## src/rtl/fcmd_pkg.sv

```systemverilog
package fcmd_pkg;

   localparam int CMD_W   = 32;
   localparam int CODE_W  = 8;
   localparam int ARG_LSB = 8;
   localparam int ARG_W   = 16;
   localparam int RES_W   = 32;

   localparam logic [CODE_W-1:0] C_PROG    = 8'h01;
   localparam logic [CODE_W-1:0] C_EPROG   = 8'h03;
   localparam logic [CODE_W-1:0] C_LOCK    = 8'h08;
   localparam logic [CODE_W-1:0] C_UNLOCK  = 8'h09;
   localparam logic [CODE_W-1:0] C_GETLOCK = 8'h0A;
   localparam logic [CODE_W-1:0] C_GPSET   = 8'h0B;
   localparam logic [CODE_W-1:0] C_GPCLR   = 8'h0C;
   localparam logic [CODE_W-1:0] C_GETGP   = 8'h0D;
   localparam logic [CODE_W-1:0] C_DESC    = 8'h11;

   typedef enum logic [3:0] {
      OP_DESC, OP_PROG, OP_EPROG, OP_LOCK, OP_UNLOCK,
      OP_GETLOCK, OP_GPSET, OP_GPCLR, OP_GETGP, OP_BAD
   } op_t;

   typedef enum logic [1:0] {
      RM_NONE, RM_DESC, RM_LOCK, RM_GP
   } rmode_t;

endpackage

```

## src/rtl/fcmd_decode.sv

```systemverilog
module fcmd_decode
   import fcmd_pkg::*;
#(
   parameter int PAGES    = 512,
   parameter int PPR_LOG2 = 6,
   parameter int REGION_W = 3,
   parameter int GP_BITS  = 2,
   parameter int GPI_W    = 1
) (
   input  logic [CMD_W-1:0]    cmd,
   output op_t                 op,
   output logic                arg_ok,
   output logic [ARG_W-1:0]    arg,
   output logic [REGION_W-1:0] region,
   output logic [GPI_W-1:0]    gp_idx
);

   localparam int RSVD_LSB = ARG_LSB + ARG_W;

   logic [CODE_W-1:0]         code;
   logic [CMD_W-RSVD_LSB-1:0] rsvd;
   logic                      page_in_range;
   logic                      bit_in_range;

   assign code   = cmd[CODE_W-1:0];
   assign arg    = cmd[ARG_LSB +: ARG_W];
   assign rsvd   = cmd[CMD_W-1:RSVD_LSB];
   assign region = REGION_W'(arg >> PPR_LOG2);
   assign gp_idx = GPI_W'(arg);

   assign page_in_range = (32'(arg) < PAGES);
   assign bit_in_range  = (32'(arg) < GP_BITS);

   always_comb begin
      unique case (code)
         C_DESC:    op = OP_DESC;
         C_PROG:    op = OP_PROG;
         C_EPROG:   op = OP_EPROG;
         C_LOCK:    op = OP_LOCK;
         C_UNLOCK:  op = OP_UNLOCK;
         C_GETLOCK: op = OP_GETLOCK;
         C_GPSET:   op = OP_GPSET;
         C_GPCLR:   op = OP_GPCLR;
         C_GETGP:   op = OP_GETGP;
         default:   op = OP_BAD;
      endcase
      if (rsvd != '0) op = OP_BAD;
   end

   always_comb begin
      unique case (op)
         OP_PROG, OP_EPROG, OP_LOCK, OP_UNLOCK: arg_ok = page_in_range;
         OP_GPSET, OP_GPCLR:                    arg_ok = bit_in_range;
         default:                               arg_ok = 1'b1;
      endcase
   end

endmodule

```

## src/rtl/fcmd_nvm.sv

```systemverilog
module fcmd_nvm #(
   parameter int REGIONS  = 8,
   parameter int REGION_W = 3,
   parameter int GP_BITS  = 2,
   parameter int GPI_W    = 1
) (
   input  logic                clk,
   input  logic                rst_n,
   input  logic                lock_set,
   input  logic                lock_clr,
   input  logic [REGION_W-1:0] region,
   input  logic                gp_set,
   input  logic                gp_clr,
   input  logic [GPI_W-1:0]    gp_idx,
   output logic [REGIONS-1:0]  lock_vec,
   output logic [GP_BITS-1:0]  gp_vec
);

   for (genvar r = 0; r < REGIONS; r++) begin : g_lock
      logic hit;
      assign hit = (region == REGION_W'(r));
      always_ff @(posedge clk) begin
         if (!rst_n)              lock_vec[r] <= 1'b0;
         else if (lock_set && hit) lock_vec[r] <= 1'b1;
         else if (lock_clr && hit) lock_vec[r] <= 1'b0;
      end
   end

   for (genvar g = 0; g < GP_BITS; g++) begin : g_gp
      logic hit;
      assign hit = (gp_idx == GPI_W'(g));
      always_ff @(posedge clk) begin
         if (!rst_n)             gp_vec[g] <= 1'b0;
         else if (gp_set && hit) gp_vec[g] <= 1'b1;
         else if (gp_clr && hit) gp_vec[g] <= 1'b0;
      end
   end

endmodule

```

## src/rtl/fcmd_result.sv

```systemverilog
module fcmd_result
   import fcmd_pkg::*;
#(
   parameter logic [RES_W-1:0] FLASH_ID = 32'h0F1A_5C01,
   parameter int FLASH_BYTES  = 131072,
   parameter int PAGE_BYTES   = 256,
   parameter int REGIONS      = 8,
   parameter int REGION_BYTES = 16384,
   parameter int GP_BITS      = 2,
   parameter int DESC_WORDS   = 5,
   parameter int PTR_W        = $clog2(DESC_WORDS + 1)
) (
   input  logic               clk,
   input  logic               rst_n,
   input  logic               load,
   input  rmode_t             mode_in,
   input  logic               adv,
   input  logic [REGIONS-1:0] lock_vec,
   input  logic [GP_BITS-1:0] gp_vec,
   output logic [PTR_W-1:0]   rd_ptr,
   output logic [RES_W-1:0]   data
);

   localparam logic [PTR_W-1:0] PTR_END = PTR_W'(DESC_WORDS);

   rmode_t     mode_q;
   logic [RES_W-1:0] desc_word;

   always_ff @(posedge clk) begin
      if (!rst_n) begin
         mode_q <= RM_NONE;
         rd_ptr <= '0;
      end else if (load) begin
         mode_q <= mode_in;
         rd_ptr <= '0;
      end else if (adv && rd_ptr != PTR_END) begin
         rd_ptr <= rd_ptr + 1'b1;
      end
   end

   always_comb begin
      unique case (rd_ptr)
         PTR_W'(0): desc_word = FLASH_ID;
         PTR_W'(1): desc_word = RES_W'(FLASH_BYTES);
         PTR_W'(2): desc_word = RES_W'(PAGE_BYTES);
         PTR_W'(3): desc_word = RES_W'(REGIONS);
         PTR_W'(4): desc_word = RES_W'(REGION_BYTES);
         default:   desc_word = '0;
      endcase
   end

   always_comb begin
      unique case (mode_q)
         RM_DESC: data = desc_word;
         RM_LOCK: data = (rd_ptr == '0) ? RES_W'(lock_vec) : '0;
         RM_GP:   data = (rd_ptr == '0) ? RES_W'(gp_vec)   : '0;
         default: data = '0;
      endcase
   end

endmodule

```

## src/rtl/fcmd_ctrl.sv

```systemverilog
module fcmd_ctrl
   import fcmd_pkg::*;
#(
   parameter int               FLASH_KB   = 128,
   parameter int               PAGE_BYTES = 256,
   parameter int               GP_BITS    = 2,
   parameter logic [31:0]      FLASH_ID   = 32'h0F1A_5C01
) (
   input  logic        clk,
   input  logic        rst_n,
   input  logic        cmd_we,
   input  logic [31:0] cmd_word,
   input  logic        res_re,
   output logic [31:0] res_word,
   input  logic        stat_re,
   output logic        ready,
   output logic        lock_err,
   output logic        cmd_err,
   output logic        prog_start,
   output logic        prog_erase,
   output logic [15:0] prog_page,
   input  logic        prog_done,
   output logic        security_en,
   output logic        boot_flash
);

   localparam int FLASH_BYTES  = FLASH_KB * 1024;
   localparam int PAGES        = FLASH_BYTES / PAGE_BYTES;
   localparam int REGIONS      = (FLASH_KB == 128) ? 8 : 16;
   localparam int PPR          = PAGES / REGIONS;
   localparam int PPR_LOG2     = $clog2(PPR);
   localparam int PAGE_W       = $clog2(PAGES);
   localparam int REGION_W     = PAGE_W - PPR_LOG2;
   localparam int REGION_BYTES = PPR * PAGE_BYTES;
   localparam int GPI_W        = (GP_BITS > 1) ? $clog2(GP_BITS) : 1;
   localparam int DESC_WORDS   = 5;
   localparam int PTR_W        = $clog2(DESC_WORDS + 1);

   if (FLASH_KB != 64 && FLASH_KB != 128) begin : g_bad_size
      $error("fcmd_ctrl: FLASH_KB must be 64 or 128");
   end
   if (PAGE_BYTES < 4 || (PAGE_BYTES & (PAGE_BYTES - 1)) != 0) begin : g_bad_page
      $error("fcmd_ctrl: PAGE_BYTES must be a power of two");
   end
   if (GP_BITS < 2 || GP_BITS > 32) begin : g_bad_gp
      $error("fcmd_ctrl: GP_BITS must lie in 2..32");
   end
   if (PAGES > 65536 || (1 << REGION_W) != REGIONS) begin : g_bad_map
      $error("fcmd_ctrl: page or region layout does not fit the argument field");
   end

   op_t                 op;
   logic                arg_ok;
   logic [ARG_W-1:0]    arg;
   logic [REGION_W-1:0] region;
   logic [GPI_W-1:0]    gp_idx;
   logic [REGIONS-1:0]  lock_vec;
   logic [GP_BITS-1:0]  gp_vec;
   logic [PTR_W-1:0]    rd_ptr;

   logic   accept, cmd_good, is_prog, region_locked, start_now;
   logic   lock_hit, bad_cmd, busy_q;
   rmode_t next_mode;

   fcmd_decode #(
      .PAGES(PAGES), .PPR_LOG2(PPR_LOG2), .REGION_W(REGION_W),
      .GP_BITS(GP_BITS), .GPI_W(GPI_W)
   ) u_dec (
      .cmd(cmd_word), .op(op), .arg_ok(arg_ok), .arg(arg),
      .region(region), .gp_idx(gp_idx)
   );

   assign accept        = cmd_we && ready;
   assign bad_cmd       = accept && (op == OP_BAD || !arg_ok);
   assign cmd_good      = accept && op != OP_BAD && arg_ok;
   assign is_prog       = (op == OP_PROG) || (op == OP_EPROG);
   assign region_locked = lock_vec[region];
   assign start_now     = cmd_good && is_prog && !region_locked;
   assign lock_hit      = cmd_good && is_prog && region_locked;

   always_comb begin
      unique case (op)
         OP_DESC:    next_mode = RM_DESC;
         OP_GETLOCK: next_mode = RM_LOCK;
         OP_GETGP:   next_mode = RM_GP;
         default:    next_mode = RM_NONE;
      endcase
   end

   fcmd_nvm #(
      .REGIONS(REGIONS), .REGION_W(REGION_W), .GP_BITS(GP_BITS), .GPI_W(GPI_W)
   ) u_nvm (
      .clk(clk), .rst_n(rst_n),
      .lock_set(cmd_good && op == OP_LOCK),
      .lock_clr(cmd_good && op == OP_UNLOCK),
      .region(region),
      .gp_set(cmd_good && op == OP_GPSET),
      .gp_clr(cmd_good && op == OP_GPCLR),
      .gp_idx(gp_idx),
      .lock_vec(lock_vec), .gp_vec(gp_vec)
   );

   fcmd_result #(
      .FLASH_ID(FLASH_ID), .FLASH_BYTES(FLASH_BYTES), .PAGE_BYTES(PAGE_BYTES),
      .REGIONS(REGIONS), .REGION_BYTES(REGION_BYTES), .GP_BITS(GP_BITS),
      .DESC_WORDS(DESC_WORDS), .PTR_W(PTR_W)
   ) u_res (
      .clk(clk), .rst_n(rst_n), .load(cmd_good), .mode_in(next_mode),
      .adv(res_re), .lock_vec(lock_vec), .gp_vec(gp_vec),
      .rd_ptr(rd_ptr), .data(res_word)
   );

   always_ff @(posedge clk) begin
      if (!rst_n) begin
         busy_q     <= 1'b0;
         prog_start <= 1'b0;
         prog_erase <= 1'b0;
         prog_page  <= '0;
         lock_err   <= 1'b0;
         cmd_err    <= 1'b0;
      end else begin
         prog_start <= start_now;
         if (start_now) begin
            busy_q     <= 1'b1;
            prog_erase <= (op == OP_EPROG);
            prog_page  <= arg;
         end else if (prog_done) begin
            busy_q <= 1'b0;
         end
         lock_err <= lock_hit || (lock_err && !stat_re);
         cmd_err  <= bad_cmd  || (cmd_err  && !stat_re);
      end
   end

   assign ready       = !busy_q;
   assign security_en = gp_vec[0];
   assign boot_flash  = gp_vec[1];

endmodule

```

## config.mk

```make
export PLATFORM = sky130hd
export DESIGN_NAME = fcmd_ctrl
export DESIGN_NICKNAME = d
export VERILOG_FILES = /design/src/rtl/fcmd_pkg.sv /design/src/rtl/fcmd_decode.sv /design/src/rtl/fcmd_nvm.sv /design/src/rtl/fcmd_result.sv /design/src/rtl/fcmd_ctrl.sv
export SDC_FILE = /design/constraint.sdc
export NUM_CORES = 1
export LEC_CHECK = 0
export BUFFER_PORTS_ARGS = -buffer_cell sky130_fd_sc_hd__buf_2
export CORE_UTILIZATION = 40
export CTS_BUF_LIST = sky130_fd_sc_hd__clkbuf_4 sky130_fd_sc_hd__clkbuf_8
export CTS_CLUSTER_DIAMETER = 200
export DETAILED_ROUTE_END_ITERATION = 12
export HOLD_SLACK_MARGIN = 0.12
export PLACE_DENSITY = 0.78
export SYNTH_ARGS = -nofsm -noshare
export SYNTH_HDL_FRONTEND = slang
export SYNTH_SLANG_ARGS = --single-unit
```

## constraint.sdc

```tcl
create_clock -name clk -period 6.09 [get_ports clk]
set_input_delay 1.827 -clock clk [delete_from_list [all_inputs] [get_ports clk]]
set_output_delay 1.827 -clock clk [all_outputs]
set_load 0.02 [all_outputs]
```

Word level (Yosys, flattened, before mapping):

Memory sizes are Yosys's and may differ from the RTL's.
Cells that the tools add are included.

* flip-flop bits (word level): 36
* word-level logic and storage cells: 143
* memories: 1
* bits of input ports: 38
* memory bits (read-only): 128

Memories
* (name not given): words 32, bits a word 4, rd ports 1, clocked after memory_dff 0, wr ports 0, RTL line fcmd_decode.sv:35 `unique case (code)`

* reduce and logical (&&, ||, !) cells: 61
* add/subtract/negate cells: 1
* equality and inequality tests: 25
* multiplexer cells: 32
* magnitude comparators: 3
* bitwise operators: 2

Operators with widths (count)
* $pmux W28 S5: 1
* $pmux W32 S3: 1
* $logic_and A1 B1 Y1: 34
* $mux W1: 23
* $reduce_bool A2 Y1: 11
* $eq A4 B3 Y1 const B: 4
* $lt A16 B10 Y1 const B: 1
* $lt A16 B2 Y1 const B: 1
* $eq A3 B3 Y1 const B: 5
* $eq A3 B2 Y1 const B: 4
* $logic_not A3 Y1: 3
* $eq A4 B2 Y1 const B: 2
* $eq A4 B4 Y1 const B: 2
* $mux W4: 2
* $mux W8: 1
* $reduce_bool A8 Y1: 1
* $eq A3 B1 Y1 const B: 2
* $pmux W2 S3: 1
* $eq A2 B2 Y1 const B: 2
* $eq A4 B1 Y1 const B: 1
* $logic_not A1 Y1: 4
* $logic_not A4 Y1: 1
* $logic_or A1 B1 Y1: 4
* $lt A3 B4 Y1 const B: 1
* other kinds (10): 12

Longest topological paths before layout:

Gate-level depths: netlist of the first run.

* depth after elaboration: 11
* depth in mapped cells: 10
* gate-level depth less buffers: 8

Cells and area by module:

Synthesis of the first run repeated with hierarchy kept, for this count alone.

* cells, all modules: 305
* area total of the unflattened synthesis: 2523.7 sq um

Modules (own cells, without submodules)
* fcmd_ctrl: area each 1034.7 sq um, cells each 122, instances 1
* fcmd_result: area each 573.0 sq um, cells each 70, instances 1
* fcmd_nvm: area each 475.5 sq um, cells each 51, instances 1
* fcmd_decode: area each 440.4 sq um, cells each 62, instances 1

Worst setup path before layout of the first run:

OpenSTA, ideal clock, no wires.

* path kind: input port to flip-flop
* from: input port cmd_word[1]
* to: register prog_page[8]
* path buffers: 2
* arrival: 3870 ps
* stages: 10
* required time: 6018 ps
* library setup time: 72 ps
* path slack: 2148 ps
* cell sequence: inv_1 -> ha_1 -> mux2_1 -> and2_1 -> a32o_1 -> a22o_4 -> a2111oi_2 -> buf_6 -> buf_8 -> mux2i_1

* word-level cells in the longest chain between the ends: 9

Ends and longest elaborated chain
* from (decl): RTL line fcmd_ctrl.sv:12 `input logic [31:0] cmd_word,`
* $mem_v2 Z32 W4 *
* $mux W4 *: RTL line fcmd_decode.sv:35
* $mux W4 *: RTL line fcmd_decode.sv:47 `if (rsvd != '0) op = OP_BAD;`
* $eq A4 B1 Y1 (tied with other cells): RTL line fcmd_decode.sv:51, fcmd_ctrl.sv:76
* $reduce_or A4 Y1 / $reduce_or A2 Y1 (equally long branches): RTL line fcmd_decode.sv:51 `unique case (op)`
* $pmux W1 S2: RTL line fcmd_decode.sv:51
* $logic_and A1 B1 Y1: RTL line fcmd_ctrl.sv:75 `assign cmd_good = accept && op != OP_BAD && arg_ok;`
* $logic_and A1 B1 Y1 * (2 in series): RTL line fcmd_ctrl.sv:78 `assign start_now = cmd_good && is_prog && !region_locked;`
* to (signal assigned): RTL line fcmd_ctrl.sv:126 `prog_page <= arg;`
* to (decl): RTL line fcmd_ctrl.sv:21 `output logic [15:0] prog_page,`

Every way passes the cells marked *; elsewhere a longest branch is shown, timed or not.
A chain may end at the register's enable or synchronous reset.

Worst setup path after layout of the first run:

* from: input port cmd_word[1]
* to: register u_nvm.lock_vec[6]

* word-level cells in the longest chain between the ends: 10

Ends and longest elaborated chain
* $mem_v2 Z32 W4 *
* $mux W4 *: RTL line fcmd_decode.sv:35
* $mux W4 *: RTL line fcmd_decode.sv:47
* $eq A4 B1 Y1 (tied with other cells): RTL line fcmd_decode.sv:51
* $reduce_or A4 Y1 / $reduce_or A2 Y1 (equally long branches): RTL line fcmd_decode.sv:51
* $pmux W1 S2: RTL line fcmd_decode.sv:51
* $logic_and A1 B1 Y1: RTL line fcmd_ctrl.sv:75
* $logic_and A1 B1 Y1, on equally long branches: RTL line fcmd_ctrl.sv:94, fcmd_ctrl.sv:95
* $logic_and A1 B1 Y1, on equally long branches: RTL line fcmd_nvm.sv:24, fcmd_nvm.sv:25
* $mux W1 / $reduce_bool A2 Y1 (equally long branches)
* to (signal, indexed assignment): RTL line fcmd_nvm.sv:23 `if (!rst_n) lock_vec[r] <= 1'b0;`
* to (signal, indexed assignment): RTL line fcmd_nvm.sv:24 `else if (lock_set && hit) lock_vec[r] <= 1'b1;`
* to (signal, indexed assignment): RTL line fcmd_nvm.sv:25 `else if (lock_clr && hit) lock_vec[r] <= 1'b0;`
* to (decl): RTL line fcmd_nvm.sv:15 `output logic [REGIONS-1:0] lock_vec,`

Marked as above.

==> results.md, run 1 <==
* Outcome: complete, no violations
* Fill cells at 584
* Diodes inserted at 0
* # setup viols final at 0
* Antenna violations before repair at 0
* CTS Sinks at 36
* Unrepaired setup endpoints after global routing: false
* First-pass GRT wire length at 9.72 mm
* Crit share post-route at 68.1%
* Synthesis-to-layout area growth at 16.9%
* Gr usage total at roughly a fifth
* Compound-Gate Fraction of Synth Area at 18.1%
* Largest net degree at the start of global routing at 35
* CP Class: primary input to flop
* Main combinational cell family by area after synthesis: simple AND/OR/NAND/NOR gates
* Setup WS pre-CTS at 1.65 ns
* Final Hold Fails at 0
* YS warnings at 0
* Slew headroom at 40.8%
* Synth cell types at 56
* Die Y at 81.0 µm
* Die Span X at approximately 81 µm
* Synthesized-area fraction occupied by adder cells at 4.51%
* Peak VDD IR at 140 µV
* Worst setup SP type: primary input
* Number of port buffers at 80
* Bufs on Longest Clock Path at 2
* CTS tree: yes
* Initial DRC count at 146
* Post-synthesis mux area share at around 8%
* TNS Setup at 0 ns
* Synth Area in XOR/XNOR at 1.05%
* Hold-fix buffers, CTS at 0
* P per Cell Area at 168 nW/µm²
* Routability cong. at roughly 0.87
* Vias in the first global route at 2174
* Syn Area/Cell at 8.86 µm²
* Cells after DPL at approximately 420
* IO Count at 93
* Placement row count at 28
* Crit path DAT at 4.28 ns
* Synth Flop Type: dfxtp_1
* # resized after CTS at 0
* Final slew viol count at 0
* Crit path time final at 4.15 ns
* Type of the tightest min-delay check: flop to flop
* DR pass1 iterations at 4
* H-tree depth at 2
* Highest-count cells in the layout ignoring fill and taps: buf_2 (80), nand2_1 (36), dfxtp_1 (36)
* Non-Filler Instances at ~420
* Synth area leader: dfxtp_1
* Main area contributors after synthesis: dfxtp_1 (29%), buf_4 (6.3%), mux2i_1 (5.6%)
* Nets@finish at 395
* DRC at 0
* Crit Path Max Fanout at 14
* Worst-path clk slew at 0.07 ns
* Post-synth EDFFs at 0
* Core outline area at 5960 µm²
* Nature of the critical path endpoint: flop
* Routed Antenna Nets at 0
* Grt ovf at 0
* Fraction of layout cells with a size suffix above 1 at 30.9%
* Initial Utilization at between 40% and 50%
* Drt wl/cell at 14.1 µm
* Synth top area share at 28.8%
* Setup slack after layout at 1.94 ns
* Synthesized instance count at 282
* Final wirelength at 5.98 mm
* Fmax at roughly 240 MHz
* Setup Skew at 0.00464 ns
* Hpwl dp at 4.52 mm
* Mapped cell area at 2500 µm²
* P_leak at 1.24 nW
* Asr flop ratio synth at 0%
* Vias per cell at 5.33
* Worst-margin pin slew at roughly 0.9 ns
* Max-Cap Viols at 0
* Number of synthesized register bits at 36
* Setup bufs post-CTS at 0
* Synth Area in Simple Gates at around 28%
* Seq/Total Area, Yosys at about 29%
* Clock Latency Late Sink at 0.29 ns
* Total number of vias at 2258
* Root buffer cell: clkbuf_8
* Total CTS buffers at 5
* Critical Path RT at between 6 and 7 ns
* Die Area at around 6600 µm²
* Commonest non-fill, non-tap cell in the layout: buf_2
-- registers in the layout, summed over array words and instances, names as in the netlist --
register        count
prog_page          16
u_nvm.lock_vec      8
u_res.rd_ptr        3
u_nvm.gp_vec        2
u_res.mode_q        2
busy_q              1
cmd_err             1
lock_err            1
prog_erase          1
prog_start          1
-- through the flow --
step	power (mW)	hold slack, ns	instance area (µm²)	util [%]
floorplan	0.293	0.461	2540	-
global placement	0.308	0.441	2820	47.4
detailed placement	0.310	0.447	2820	47.4
CTS	0.492	0.462	2920	49.1
global route	0.510	0.475	2920	49.1
finish	0.489	0.457	2920	49.1
-- critical path, stage by stage --
cell and delay [ns]:
buf_2 0.10, inv_1 0.10, ha_1 0.18, nor3b_2 0.25
o2111ai_2 0.19, a21o_4 0.27, a22o_4 0.29, a2111oi_4 0.84
o221ai_1 0.22
-- area by class of cell --
type / instances / area [µm²] / area share, %
multi-input combinational: 212 / 1560 / 53.3
sequential: 36 / 721 / 24.7
timing repair buffer: 81 / 408 / 14.0
tap: 75 / 93.8 / 3.21
clock buffer: 7 / 90.1 / 3.08
inverter: 12 / 45.0 / 1.54
clock inverter: 1 / 7.51 / 0.257
-- cells in the mapped netlist (all sizes together) (6+ instances only) --
cell type  instances
nand3              9
clkbuf             8
nor2              10
nor2b              8
mux2i             14
nor3              10
nor4               6
nand2             36
inv               12
and3               8
ha                 9
dfxtp             36
a21oi              6
nor3b              9
buf               25
and2              13
-- cells by family after synthesis --
| family | Yosys count |
|---|---|
| xor+xnor | 3 |
| simple gates | 124 |
| compound gates | 47 |
| flops | 36 |
| other cells | 1 |
| fa+ha+maj | 9 |
| mux | 17 |
| buf+inv | 45 |
-- routing by layer --
layer | vias up | wire [µm] | GRT usage (%)
met5 | - | 0 | 0
met4 | 0 | 121 | 7.86
met3 | 16 | 367 | 4.61
met2 | 83 | 2900 | 32.9
met1 | 1047 | 2590 | 22.3
li1 | 1112 | - | -
-- power by group --
part	switching [mW]	internal [mW]	total (mW)
clock	0.0881	0.0964	0.185
sequential	0.00176	0.237	0.239
combinational	0.0424	0.0234	0.0659
-- path summary, 6_finish.rpt --
check                         start           endpoint  slack (ns)  cells after the start
setup / recovery        cmd_word[1]  u_nvm.lock_vec[6]        1.94                      9
hold / removal         prog_page[5]       prog_page[5]        0.46                      2
setup reg to reg  u_nvm.lock_vec[7]       prog_page[8]        3.94                      6
hold reg to reg        prog_page[5]       prog_page[5]        0.46                      2
Power figures use the tool's default switching activity.
==> inputs of run 2 (changes only) <==
PLACE_DENSITY = 0.81   (was 0.78)
clock period = 3.6 ns   (was 6.09 ns; I/O delays follow)
==> run 2 against run 1 <==
  * Wire length fell by 3.8%
  * Utilization is 0.63 points higher
  * Global-route usage decreased by 0.15 points
  * Critical path type unchanged
==> results.md, run 2 (synthesis gave the netlist of run 1 again) <==
* Outcome: complete, no violations
* Critical Path RT at 3.82 ns (-2.40 ns)
* Uppermost layer routed: met4
* Crit path DAT at 3.29 ns (-0.99 ns)
* Vias in the first global route at 2157 (-0.78%)
* P_leak at 1.26 nW (+2.0%)
* First-pass GRT wire length at 9.51 mm (-2.2%)
* Critical path endpoint: prog_page[7]
* CTS tree: yes
* Total number of vias at 2267 (+0.40%)
* CP Cell Sequence: buf_2 -> inv_1 -> ha_1 -> mux2_1 -> and2_1 -> a32o_1 -> a22o_4 -> a2111oi_4 -> buf_12 -> mux2i_1
* Crit share post-route at 85.2%
* Commonest non-fill, non-tap cell in the layout: buf_2
* Root buffer cell: clkbuf_8
* Largest net degree at the start of global routing at 34 (-2.9%)
* Crit Path Max Fanout at 18 (+4)
* Cells after DPL at 420 (+0.96%)
* CP Class: primary input to flop
* Total CTS buffers at 5 (unchanged)
* Fraction of layout cells with a size suffix above 1 at 31.7% (+0.78 points)
* Antenna violations before repair at 0 (unchanged)
* Die Area at 6570 µm² (unchanged)
* Initial Utilization at 42.0% (unchanged)
* Worst R2R Setup Slack at 1.47 ns (-2.47 ns)
* Clock network power share at 36.6% (-1.1 points)
* Setup Skew at 0.00390 ns (-0.000739 ns)
* Nets@finish at 399 (+1.0%)
* Placement row count at 28 (unchanged)
* Worst R2R Path Depth at 6 (unchanged)
* Worst setup SP type: primary input
* Drt wl/cell at 13.4 µm (-4.7%)
* Clock Latency Late Sink at 0.29 ns (about the same)
* Diodes inserted at 0 (unchanged)
* Core outline area at 5960 µm² (unchanged)
* Crit Reg-Reg Startpoint: u_nvm.lock_vec[1]
* Slowest CP cell: a2111oi_4
* H-tree depth at 2 (unchanged)
* Grt ovf at 0 (unchanged)
* Synthesis-to-layout area growth at 18.4%
* Die Span X at 81.0 µm (unchanged)
* CTS Sinks at 36 (unchanged)
* Final wirelength at 5.75 mm (-3.8%)
* Gr usage total at 18.9% (-0.15 points)
* Register share of total power at 49.8% (+1.0 points)
* Hold WS at 0.455 ns (-0.00252 ns)
* Max-Cap Viols at 0 (unchanged)
* Wl on met1 at 2.49 mm (-4.0%)
* Peak VDD IR at 195 µV (+39%)
* FF-to-FF End: prog_page[7]
* Setup bufs post-CTS at 0 (unchanged)
* Non-Filler Instances at 428 (+0.94%)
* DRC at 0 (unchanged)
* Hold_sp: prog_page[5]
* Type of the tightest min-delay check: flop to flop
* Unrepaired setup endpoints after global routing: false
* Met2 routed WL at 2.72 mm (-6.3%)
* Worst setup path start: cmd_word[1]
* DR pass1 iterations at 4 (unchanged)
* Vias per cell at 5.30 (-0.54%)
* Combinational power share at 13.6% (about the same)
* IO Count at 93 (unchanged)
* Highest-count cells in the layout ignoring fill and taps: buf_2 (80), nand2_1 (36), dfxtp_1 (36)
* Slew headroom at 56.7% (+16 points)
* Internal at 0.595 mW (+67%)
* Fmax at 326 MHz
* TNS Setup at 0 ns (unchanged)
* # resized after CTS at 0 (unchanged)
* Nature of the critical path endpoint: flop
* Number of port buffers at 80 (unchanged)
* Die Y at 81.0 µm (unchanged)
* Final slew viol count at 0 (unchanged)
* Bufs on Longest Clock Path at 2 (unchanged)
* Max incr delay on CP at 0.43 ns (-0.41 ns)
* Hpwl dp at 4.36 mm (-3.6%)
* Routability cong. at 0.861 (-0.70%)
* Crit path time final at about 3.1 ns
* Routed Antenna Nets at 0 (unchanged)
* NetSw at 0.218 mW (+65%)
* Initial DRC count at 87 (-40%)
* Worst-margin pin slew at 0.650 ns (-0.238 ns)
* Sw Share at 26.8% (-0.23 points)
* Biggest regs: prog_page x16, u_nvm.lock_vec x8, u_res.rd_ptr x3
* Most flop-heavy register: prog_page
* Hold-fix buffers, CTS at 0 (unchanged)
* Final Hold Fails at 0 (unchanged)
* Worst-path clk slew at 0.07 ns (about the same)
* Met3 WL at 413 µm (+13%)
* P per Cell Area at 275 nW/µm² (+64%)
* # setup viols final at 0 (unchanged)
* Max reg flops at 16 (unchanged)
run 2: layout make-up:
| class | instances | area, µm² |
|---|---|---|
| flip-flops and latches | 36 | 721 |
| inverters | 12 | 45.0 |
| fillers | 592 | 3000 |
| clock buffers | 7 | 83.8 |
| multi-input cells | 212 | 1560 |
| well taps | 75 | 93.8 |
| clock inverters | 1 | 8.76 |
| repair buffers | 85 | 450 |
run 2: worst min path at each step:
stage,to,slack [ns],depth (start not counted)
finish,prog_page[5],0.45,2
global route,prog_page[4],0.48,2
CTS,prog_page[4],0.46,2
detailed placement,prog_page[4],0.44,2
global placement,prog_page[8],0.44,2
floorplan,u_res.mode_q[1],0.46,2
run 2: power by group through the flow:
stage          clock network (mW)  logic (mW)  registers [mW]
6_report                    0.297       0.111           0.404
5_1_grt                     0.319       0.124           0.405
3_5_place_dp                    0       0.110           0.414
2_1_floorplan                   0      0.0810           0.414
4_1_cts                     0.304       0.111           0.404
3_3_place_gp                    0       0.108           0.413
run 2: critical path, delay by kind of cell:
kind                     cells  cell delay, ns
AO/OA/AOI/OAI                3            0.95
multiplexers                 2            0.51
buffers and inverters        3            0.36
adder cells (fa/ha/maj)      1            0.19
AND/OR/NAND/NOR              1            0.18
run 2: layer usage:
metal	vias up	GRT usage, %
met1	1036	21.9
met2	92	31.0
met4	0	9.82
met5	-	0
met3	15	5.84
li1	1124	-
run 2: stage by stage:
stage / total power [mW] / cell area (µm²) / utilization (%) / setup WS (ns)
final: 0.813 / 2960 / 49.7 / 0.533
after detailed placement: 0.524 / 2870 / 48.1 / 0.243
after global routing: 0.848 / 2960 / 49.7 / 0.330
after CTS: 0.820 / 2960 / 49.7 / 0.553
after floorplan: 0.495 / 2540 / - / 0.405
after global placement: 0.521 / 2870 / 48.1 / 0.325
==> inputs of run 3 (changes only) <==
GPL_TIMING_DRIVEN = 0   (was unset)
==> run 3 against run 2 <==
  * Clock power is essentially flat
  * Sequential power is essentially flat
  * Flip-flop and latch count did not move
  * Count of clock-buffer cells in the layout fell by 1
  * Clock skew grew 0.0073 ns
  * Maximum frequency decreased by 7.0%
  * Die area unchanged
  * Critical path type unchanged
==> results.md, run 3 (synthesis gave the netlist of run 1 again) <==
* Setup WS pre-CTS at 0.0571 ns (-0.186 ns)
* Slew headroom at 56.7% (about the same)
* Critical Path RT at 3.78 ns (-0.04 ns)
* Nature of the critical path endpoint: flop
* Die Span X at 81.0 µm (unchanged)
* Vias per cell at 5.18 (-2.3%)
* Critical Path Most Common Cell: and3_1
* CP Cell Sequence: buf_2 -> inv_1 -> ha_1 -> nand2b_1 -> and3_1 -> and3_1 -> clkbuf_1 -> a2111oi_4 -> a41oi_1 -> a311oi_1
* Crit path DAT at 3.48 ns (+0.19 ns)
* Routability cong. at 0.941 (+9.3%)
* # resized after CTS at 0 (unchanged)
* Worst-margin pin slew at 0.650 ns (+0.000394 ns)
* Placement row count at 28 (unchanged)
* Antenna violations before repair at 0 (unchanged)
* Fraction of layout cells with a size suffix above 1 at 34.1% (+2.4 points)
* First-pass GRT wire length at 9.69 mm (+2.0%)
* TNS Setup at 0 ns (unchanged)
* Nets@finish at 424 (+6.3%)
* Routed Antenna Nets at 0 (unchanged)
* DRC at 0 (unchanged)
* Crit Path Max Fanout at 10 (-8)
* Slowest CP cell: a2111oi_4
* Met2 routed WL at 2.88 mm (+6.0%)
* Worst-path clk slew at 0.07 ns (about the same)
* Uppermost layer routed: met4
* CP Class: primary input to flop
* Final wirelength at 5.97 mm (+3.8%)
* DR pass1 iterations at 4 (unchanged)
* Top Family by Delay on Critical Path: compound AO/OA/AOI/OAI gates
* # setup viols final at 0 (unchanged)
* Crit path buffers/inverters at 3 (unchanged)
* Worst setup SP type: primary input
* Highest-count cells in the layout ignoring fill and taps: buf_2 (78), nand2_1 (36), dfxtp_1 (36)
* Max reg flops at 16 (unchanged)
* Setup bufs post-CTS at 0 (unchanged)
* CTS Sinks at 36 (unchanged)
* Outcome: complete, no violations
* Total CTS buffers at 5 (unchanged)
* Hold-fix buffers, CTS at 0 (unchanged)
* Fmax at 303 MHz (-7.0%)
* Setup Skew at 0.0112 ns (+0.00733 ns)
* Initial Utilization at 42.0% (unchanged)
* Grt ovf at 0 (unchanged)
* Total number of vias at 2345 (+3.4%)
* P_leak at 1.37 nW (+8.6%)
* Type of the tightest min-delay check: flop to flop
* CTS tree: yes
* Number of port buffers at 77 (-3.8%)
* Bufs on Longest Clock Path at 2 (unchanged)
* Die Y at 81.0 µm (unchanged)
* Final Hold Fails at 0 (unchanged)
* Die Area at 6570 µm² (unchanged)
* Initial DRC count at 146 (+68%)
* Unrepaired setup endpoints after global routing: false
* Biggest regs: prog_page x16, u_nvm.lock_vec x8, u_res.rd_ptr x3
* Final Cell Area at 3110 µm² (+5.2%)
* Commonest non-fill, non-tap cell in the layout: buf_2
* Met3 WL at 449 µm (+8.7%)
* Setup slack after layout at 0.303 ns (-0.230 ns)
* Crit share post-route at 91.6% (+6.4 points)
* DP Area at 3020 µm² (+5.3%)
* Synthesis-to-layout area growth at 24.5%
* Max-Cap Viols at 0 (unchanged)
* Diodes inserted at 0 (unchanged)
* H-tree depth at 2 (unchanged)
* Max incr delay on CP at 0.70 ns (+0.27 ns)
* P per Cell Area at 265 nW/µm² (-3.4%)
* Clock Latency Late Sink at 0.29 ns (about the same)
* IO Count at 93 (unchanged)
* Hpwl dp at 4.71 mm (+8.0%)
* Vias in the first global route at 2161 (+0.19%)
* Core outline area at 5960 µm² (unchanged)
* Largest net degree at the start of global routing at 12 (-65%)
* Drt wl/cell at 13.2 µm (-1.9%)
* Most flop-heavy register: prog_page
* Wl on met1 at 2.59 mm (+3.8%)
* Final slew viol count at 0 (unchanged)
* Crit path time final at 3.30 ns (+0.230 ns)
* Root buffer cell: clkbuf_8
* Gr usage total at 19.1% (+0.23 points)
* Final core utilization at 52.2% (+2.6 points)
* Peak VDD IR at 216 µV (+11%)
-- run 3: worst reg2reg max path, cell delays in order (launching register included) --
cell and delay, ns:
dfxtp_1 0.32, mux4_2 0.48, mux2i_1 0.32, nand2_1 0.12
a2111oi_2 0.35, buf_6 0.23, buf_8 0.15, mux2i_1 0.18
-- run 3: path summary, 6_finish.rpt --
kind / start / end / slack [ns] / cells after the start
setup / recovery: cmd_word[0] / u_nvm.lock_vec[7] / 0.30 / 10
hold / removal: prog_page[3] / prog_page[3] / 0.46 / 2
setup reg to reg: u_nvm.lock_vec[7] / prog_page[7] / 1.38 / 7
hold reg to reg: prog_page[3] / prog_page[3] / 0.46 / 2
-- run 3: layout make-up --
| cell class | instances | area (µm²) |
|---|---|---|
| clock buffer | 6 | 82.6 |
| inverter | 12 | 45.0 |
| timing repair buffer | 77 | 385 |
| tap | 75 | 93.8 |
| multi-input combinational | 212 | 1540 |
| buffer | 33 | 230 |
| fill | 566 | 2840 |
| clock inverter | 2 | 10.0 |
| sequential | 36 | 721 |
-- run 3: metrics by stage --
| stage | instances | hold slack, ns | power (mW) |
|---|---|---|---|
| 6_report | 453 | 0.459 | 0.826 |
| 5_1_grt | 453 | 0.471 | 0.869 |
| 4_1_cts | 453 | 0.462 | 0.837 |
| 3_5_place_dp | 445 | 0.447 | 0.537 |
| 3_3_place_gp | 445 | 0.441 | 0.533 |
| 2_1_floorplan | 293 | 0.461 | 0.495 |
-- run 3: metal layers --
layer  track usage, %  up-vias
li1                 -     1177
met5                0        -
met1             22.9     1078
met3             4.61        5
met4             5.36        0
met2             33.6       85
-- run 3: where the power goes --
| part | switching (mW) | internal [mW] |
|---|---|---|
| clock network | 0.145 | 0.153 |
| logic | 0.0739 | 0.0501 |
| registers | 0.00301 | 0.401 |
| total | 0.222 | 0.604 |
